### src/rtl/uft_pkg.sv
package uft_pkg;

    typedef enum logic [1:0] {
        FL_IDLE = 2'd0,
        FL_RX   = 2'd1,
        FL_TX   = 2'd2,
        FL_BOTH = 2'd3
    } flush_state_t;

    typedef struct packed {
        logic [1:0] rx_code;
        logic [1:0] tx_code;
        logic       dma_sel;
        logic       fifo_on;
    } ctrl_t;

endpackage

### src/rtl/uft_regs.sv
module uft_regs
    import uft_pkg::*;
(
    input  logic       clk,
    input  logic       rst_n,
    input  logic       cfg_we,
    input  logic [7:0] cfg_wdata,
    input  logic       div_zero,
    input  logic       enh_en,
    output ctrl_t      ctrl,
    output logic       rx_flush,
    output logic       tx_flush
);

    flush_state_t state_q, state_d;
    logic         wr_low, toggle, want_rx, want_tx;

    assign wr_low  = cfg_we && div_zero;
    assign toggle  = wr_low && (cfg_wdata[0] != ctrl.fifo_on);
    assign want_rx = (wr_low && cfg_wdata[1]) || toggle;
    assign want_tx = (wr_low && cfg_wdata[2]) || toggle;

    always_comb begin
        if (want_rx && want_tx)
            state_d = FL_BOTH;
        else if (want_rx)
            state_d = FL_RX;
        else if (want_tx)
            state_d = FL_TX;
        else
            state_d = FL_IDLE;
    end

    always_ff @(posedge clk or negedge rst_n) begin
        if (!rst_n)
            state_q <= FL_IDLE;
        else
            state_q <= state_d;
    end

    always_comb begin
        unique case (state_q)
            FL_IDLE: begin rx_flush = 1'b0; tx_flush = 1'b0; end
            FL_RX:   begin rx_flush = 1'b1; tx_flush = 1'b0; end
            FL_TX:   begin rx_flush = 1'b0; tx_flush = 1'b1; end
            FL_BOTH: begin rx_flush = 1'b1; tx_flush = 1'b1; end
            default: begin rx_flush = 1'b0; tx_flush = 1'b0; end
        endcase
    end

    always_ff @(posedge clk or negedge rst_n) begin
        if (!rst_n) begin
            ctrl <= '0;
        end else if (cfg_we) begin
            ctrl.rx_code <= cfg_wdata[7:6];
            if (enh_en)
                ctrl.tx_code <= cfg_wdata[5:4];
            if (div_zero) begin
                ctrl.dma_sel <= cfg_wdata[3];
                ctrl.fifo_on <= cfg_wdata[0];
            end
        end
    end

endmodule

### src/rtl/uft_fifo.sv
module uft_fifo #(
    parameter int DEPTH  = 64,
    parameter int DATA_W = 8,
    parameter int CNT_W  = $clog2(DEPTH + 1)
) (
    input  logic              clk,
    input  logic              rst_n,
    input  logic              flush,
    input  logic              deep,
    input  logic              push,
    input  logic [DATA_W-1:0] din,
    input  logic              pop,
    output logic [DATA_W-1:0] dout,
    output logic [CNT_W-1:0]  count
);

    localparam int AW = (DEPTH > 1) ? $clog2(DEPTH) : 1;

    logic [DATA_W-1:0] mem [DEPTH];
    logic [AW-1:0]     wr_ptr, rd_ptr;
    logic [CNT_W-1:0]  cap;
    logic              push_ok, pop_ok;

    assign cap     = deep ? CNT_W'(DEPTH) : CNT_W'(1);
    assign push_ok = push && (count < cap);
    assign pop_ok  = pop && (count != '0);
    assign dout    = mem[rd_ptr];

    function automatic logic [AW-1:0] bump(input logic [AW-1:0] p);
        return (p == AW'(DEPTH - 1)) ? '0 : p + 1'b1;
    endfunction

    always_ff @(posedge clk) begin
        if (push_ok && !flush)
            mem[wr_ptr] <= din;
    end

    always_ff @(posedge clk or negedge rst_n) begin
        if (!rst_n) begin
            wr_ptr <= '0;
            rd_ptr <= '0;
            count  <= '0;
        end else if (flush) begin
            wr_ptr <= '0;
            rd_ptr <= '0;
            count  <= '0;
        end else begin
            if (push_ok)
                wr_ptr <= bump(wr_ptr);
            if (pop_ok)
                rd_ptr <= bump(rd_ptr);
            unique case ({push_ok, pop_ok})
                2'b10:   count <= count + 1'b1;
                2'b01:   count <= count - 1'b1;
                default: count <= count;
            endcase
        end
    end

endmodule

### src/rtl/uft_thresh.sv
module uft_thresh #(
    parameter bit IS_RX = 1'b1,
    parameter int CNT_W = 7
) (
    input  logic             clk,
    input  logic             rst_n,
    input  logic [1:0]       code,
    input  logic [3:0]       nib,
    input  logic             fine,
    input  logic [CNT_W-1:0] level,
    output logic             flag
);

    localparam logic [5:0] LVL2 = IS_RX ? 6'd56 : 6'd32;
    localparam logic [5:0] LVL3 = IS_RX ? 6'd60 : 6'd56;

    logic [5:0] thr, table_thr, fine_thr;

    assign fine_thr = {nib, code};

    always_comb begin
        unique case (code)
            2'b00:   table_thr = 6'd8;
            2'b01:   table_thr = 6'd16;
            2'b10:   table_thr = LVL2;
            default: table_thr = LVL3;
        endcase
    end

    always_comb begin
        if (fine)
            thr = (fine_thr == '0) ? 6'd1 : fine_thr;
        else if (nib != 4'd0)
            thr = {nib, 2'b00};
        else
            thr = table_thr;
    end

    always_ff @(posedge clk or negedge rst_n) begin
        if (!rst_n)
            flag <= 1'b0;
        else
            flag <= (level >= CNT_W'(thr));
    end

endmodule

### src/rtl/fifo_trig_ctrl.sv
module fifo_trig_ctrl
    import uft_pkg::*;
#(
    parameter int DEPTH  = 64,
    parameter int DATA_W = 8,
    parameter int CNT_W  = $clog2(DEPTH + 1)
) (
    input  logic              clk,
    input  logic              rst_n,
    input  logic              cfg_we,
    input  logic [7:0]        cfg_wdata,
    input  logic [7:0]        div_lo,
    input  logic [7:0]        div_hi,
    input  logic              enh_en,
    input  logic              sup_fine_rx,
    input  logic              sup_fine_tx,
    input  logic              sup_dma_ext,
    input  logic [3:0]        rx_nib,
    input  logic [3:0]        tx_nib,
    input  logic              rx_push,
    input  logic [DATA_W-1:0] rx_data,
    input  logic              rx_pop,
    output logic [DATA_W-1:0] rx_q,
    input  logic              tx_push,
    input  logic [DATA_W-1:0] tx_data,
    input  logic              tx_pop,
    output logic [DATA_W-1:0] tx_q,
    output logic              fifo_on,
    output logic [CNT_W-1:0]  rx_level,
    output logic [CNT_W-1:0]  tx_free,
    output logic              rx_trig,
    output logic              tx_trig,
    output logic [1:0]        dma_req_n
);

    ctrl_t            ctrl;
    logic             div_zero, rx_flush, tx_flush, dma_on;
    logic [1:0]       tx_code;
    logic [CNT_W-1:0] tx_cnt, cap;

    assign div_zero = (div_lo == 8'd0) && (div_hi == 8'd0);
    assign fifo_on  = ctrl.fifo_on;
    assign tx_code  = ctrl.tx_code;
    assign cap      = ctrl.fifo_on ? CNT_W'(DEPTH) : CNT_W'(1);
    assign tx_free  = cap - tx_cnt;

    uft_regs u_regs (
        .clk(clk), .rst_n(rst_n), .cfg_we(cfg_we), .cfg_wdata(cfg_wdata),
        .div_zero(div_zero), .enh_en(enh_en), .ctrl(ctrl),
        .rx_flush(rx_flush), .tx_flush(tx_flush)
    );

    uft_fifo #(.DEPTH(DEPTH), .DATA_W(DATA_W), .CNT_W(CNT_W)) u_rx_fifo (
        .clk(clk), .rst_n(rst_n), .flush(rx_flush), .deep(ctrl.fifo_on),
        .push(rx_push), .din(rx_data), .pop(rx_pop), .dout(rx_q), .count(rx_level)
    );

    uft_fifo #(.DEPTH(DEPTH), .DATA_W(DATA_W), .CNT_W(CNT_W)) u_tx_fifo (
        .clk(clk), .rst_n(rst_n), .flush(tx_flush), .deep(ctrl.fifo_on),
        .push(tx_push), .din(tx_data), .pop(tx_pop), .dout(tx_q), .count(tx_cnt)
    );

    uft_thresh #(.IS_RX(1'b1), .CNT_W(CNT_W)) u_rx_thr (
        .clk(clk), .rst_n(rst_n), .code(ctrl.rx_code), .nib(rx_nib),
        .fine(sup_fine_rx), .level(rx_level), .flag(rx_trig)
    );

    uft_thresh #(.IS_RX(1'b0), .CNT_W(CNT_W)) u_tx_thr (
        .clk(clk), .rst_n(rst_n), .code(tx_code), .nib(tx_nib),
        .fine(sup_fine_tx), .level(tx_free), .flag(tx_trig)
    );

    assign dma_on    = ctrl.dma_sel && !sup_dma_ext;
    assign dma_req_n = {~(dma_on && rx_trig), ~(dma_on && tx_trig)};

endmodule

### config.mk
export PLATFORM = sky130hd
export DESIGN_NAME = fifo_trig_ctrl
export DESIGN_NICKNAME = d
export VERILOG_FILES = /design/src/rtl/uft_pkg.sv /design/src/rtl/uft_regs.sv /design/src/rtl/uft_fifo.sv /design/src/rtl/uft_thresh.sv /design/src/rtl/fifo_trig_ctrl.sv
export SDC_FILE = /design/constraint.sdc
export NUM_CORES = 1
export LEC_CHECK = 0
export BUFFER_PORTS_ARGS = -buffer_cell sky130_fd_sc_hd__buf_2
export CAP_MARGIN = 15
export CORE_MARGIN = 5
export CORE_UTILIZATION = 56
export DETAILED_ROUTE_END_ITERATION = 7
export PLACE_DENSITY = 0.86
export RECOVER_POWER = 100
export SLEW_MARGIN = 5
export SYNTH_ARGS = -nofsm -noshare
export SYNTH_HDL_FRONTEND = slang
export SYNTH_HIERARCHICAL = 1
export SYNTH_SLANG_ARGS = --single-unit
### constraint.sdc
create_clock -name clk -period 3.6 [get_ports clk]
set_clock_uncertainty 0.05 [all_clocks]
set_input_delay 0.36 -clock clk [delete_from_list [all_inputs] [get_ports clk]]
set_output_delay 0.36 -clock clk [all_outputs]
set_load 0.01 [all_outputs]
==> flow_summary.ini <==
[run_status]
status = finished with violations
violations = DRC, capacitance limit, slew limit, setup timing

[drt]
routed_wl_um = 124000
drc = 12
ant_nets = 0
dr.pass1.iters = 8
vias = 25900
drtIter0Drc = 4443
avgViaCountPerCell = 7.04
wl_per_cell_um = 33.8

[clock_tree]
clock_path_buffers = 3
cts_inserted_buffers = 98
cts_tree = yes
clock_latency_ps = 690
clock_sinks = 1072
clkTransAtPathRegs_ps = 60
cts_max_level = 3
cts_root_buf = clkbuf_16

[logic_synthesis]
synth_nets = 2299
netlist_top_cells_count = edfxtp_1, mux4_2, nor2_1
yosys.area.top_type = edfxtp_1
syn_area_per_cell_um2 = 19.6
ys_ff_latch = 1072
synth_edf_count = 1024
synth_top_area_share = 0.713
ys_seq_area_frac = 0.741
synth_area_leaders = edfxtp_1, mux4_2, dfrtp_1
synth_ff_type = edfxtp_1
syn_area_um2 = 43100
async_reset_ff_frac = 0.0448
yosys.cell_count.top_type = edfxtp_1
yosysUniqueCellTypes = 76
ys_warn_count = 6
synth_cells = 2204

[final_layout]
nFillCells = 4371
design_area_um2 = 50300
syn_to_final_growth_pct = 16.7
seq_area_um2 = 32000
multi_input_area_um2 = 10800
final_layout_size_suffix_gt1_frac = 0.312
final_nets = 2660

[sta]
period_needed_ps = 3730
slew_violations = 842
fin_setup_tns_ps = -4480
min_period_over_period = 1.04
setup_viol = 58
max_freq_ghz = 0.268
finalHoldViolations = 0
worst_pin_slew_ps = 2840
setup_slack_ps = -130
relSlewSlack = -0.895
rsz0062_at_grt = yes

[power]
p_seq_frac = 0.400
p_sw_frac = 0.330
p_sw_mw = 12.0
pwr-share-comb = 0.313
peakVddDrop_v = 0.000632
clkPwrFrac = 0.286
power.density_nw_per_um2 = 725
internal_power_mw = 24.4
p_leak_nw = 16.5

[global_route]
grt_start_max_net_pins = 65
antenna_found_initial = 3
gr-total-overflow = 0
grt_pass1_vias = 26000
track_usage = 0.281
grt_pass1_wl_um = 171000

[critical_path]
cp.arrival_ps = 4080
cp_num_buf_inv = 3
cp-start-kind = flip-flop
endpoint_kind = flip-flop
path_cells = or4_4 -> o41a_1 -> clkbuf_4 -> clkbuf_1 -> nor2_2 -> nand3_1 -> nor2_1 -> buf_4
slowest_stage = nand3_1
worst-path-max-fanout = 8
crit_type = reg -> reg
r2r-end = u_rx_fifo/mem[29][6]
cp_top_family = simple AND/OR/NAND/NOR gates
critPathRequiredTime_ps = 3950
r2r_cells = 8
worstReg2RegStart = u_rx_fifo/count[5]
slowest_delay_ps = 760
rrSetupSlack_ps = -130

[placed_design]
place.port_buffers = 93
post-dp-hpwl_um = 62000
gp_congestion = 0.888
dpl-instance-area_um2 = 46100

[min_path]
hold_start = tx_pop
min_to = u_tx_fifo/rd_ptr[0]
hp-class = in -> reg
whs_path_depth = 3

[die]
pin_count = 94
die_x_um = 288
initial_core_util = 0.566
rows = 101
design.core.area_um2 = 76200
dieArea_um2 = 82700
die_h_um = 288

[job]
cap_violations = 21
-- how the worst max path moves through the flow --
stage | endpoint | slack [ps] | cells past startpoint | start
2_1_floorplan | u_rx_fifo/count[6] | 10 | 11 | u_rx_fifo/count[3]
3_3_place_gp | u_tx_fifo/count[6] | 210 | 10 | u_tx_fifo/count[5]
3_5_place_dp | u_tx_fifo/count[6] | 20 | 10 | u_tx_fifo/count[5]
4_1_cts | u_rx_fifo/count[6] | 2 | 10 | u_rx_fifo/count[3]
5_1_grt | rx_q[0] | -90 | 7 | u_rx_fifo/rd_ptr[0]
6_report | u_rx_fifo/mem[29][6] | -130 | 8 | u_rx_fifo/count[5]
-- worst min-delay path, delay by kind of cell --
kind,cells,cell delay [ps]
compound gates,2,200
buf+inv,1,120
-- layer usage --
| layer | wire length [um] | up-vias | track usage |
|---|---|---|---|
| met5 | 73 | - | 0 |
| li1 | - | 9836 | - |
| met3 | 14200 | 718 | 0.0573 |
| met4 | 10300 | 3 | 0.155 |
| met1 | 37100 | 12800 | 0.331 |
| met2 | 62400 | 2532 | 0.487 |
-- cell type report --
class	instances	area share
Multi-Input combinational cell	987	0.215
Sequential cell	1072	0.635
Clock inverter	59	0.0116
Tap cell	1030	0.0256
Clock buffer	118	0.0510
Antenna cell	2	0.0000995
Inverter	17	0.00127
Timing Repair Buffer	389	0.0594
-- metrics by stage --
step | setup slack (ps) | hold WS [ps] | util | std cells | power, mW
6_report | -130 | 48.8 | 0.660 | 3674 | 36.5
5_1_grt | -89.7 | 34.7 | 0.660 | 3673 | 37.4
4_1_cts | 2.22 | 8.83 | 0.653 | 3623 | 35.1
3_5_place_dp | 17.8 | 481 | 0.606 | 3416 | 24.2
3_3_place_gp | 212 | 438 | 0.606 | 3416 | 23.8
2_1_floorplan | 11.1 | 14.4 | - | 2204 | 20.7
-- sequential cells by signal (all words and copies together) (netlist names) --
register          count
u_rx_fifo/mem       512
u_tx_fifo/mem       512
u_rx_fifo/count       7
u_tx_fifo/count       7
u_regs/ctrl           6
u_rx_fifo/rd_ptr      6
u_rx_fifo/wr_ptr      6
u_tx_fifo/rd_ptr      6
u_tx_fifo/wr_ptr      6
u_regs/state_q        2
u_rx_thr/flag         1
u_tx_thr/flag         1
-- cells in the final DEF (no fill, tap or decap), types with 13 or more instances in the layout --
| cell type | netlist | routed |
|---|---|---|
| a21oi_1 | 38 | 34 |
| a221oi_1 | 26 | 14 |
| a22o_1 | 24 | 24 |
| a22oi_1 | 72 | 54 |
| a22oi_2 | 0 | 18 |
| buf_2 | 32 | 68 |
| buf_4 | 8 | 222 |
| clkbuf_1 | 72 | 68 |
| clkbuf_16 | 0 | 100 |
| clkinv_1 | 0 | 22 |
| clkinv_2 | 0 | 16 |
| dfrtp_1 | 48 | 42 |
| dlygate4sd3_1 | 0 | 15 |
| edfxtp_1 | 1024 | 1024 |
| ha_1 | 34 | 33 |
| inv_1 | 17 | 15 |
| mux2_2 | 24 | 24 |
| mux2i_1 | 18 | 18 |
| mux4_2 | 240 | 240 |
| nand2_1 | 64 | 61 |
| nand2b_1 | 13 | 13 |
| nand3_1 | 33 | 33 |
| nor2_1 | 154 | 154 |
| nor2b_1 | 19 | 17 |
| xor2_1 | 13 | 13 |
-- power groups by stage --
stage	combinational, mW	sequential, mW	clock (mW)
final	11.4	14.6	10.4
after global placement	8.94	14.8	0
after floorplan	6.24	14.5	0
after global routing	11.7	14.6	11.0
after CTS	10.2	14.5	10.3
after detailed placement	9.31	14.9	0
-- repair_timing --
item / in CTS / in global routing
buffers inserted: 14 / 33
pin swaps: 0 / 21
endpoints found under the setup margin: 17 / 18
hold buffers: 14 / 1
gates resized for setup: 26 / 53
hold endpoints to repair: 47 / 3
gates cloned: 2 / 2
-- kinds of logic after synthesis --
family | share of synthesized area
flops | 0.741
simple gates | 0.0450
mux | 0.136
compound gates | 0.0490
buf+inv | 0.0142
fa+ha+maj | 0.0108
xor+xnor | 0.00427
No activity file was read; power rests on OpenSTA's default activity.
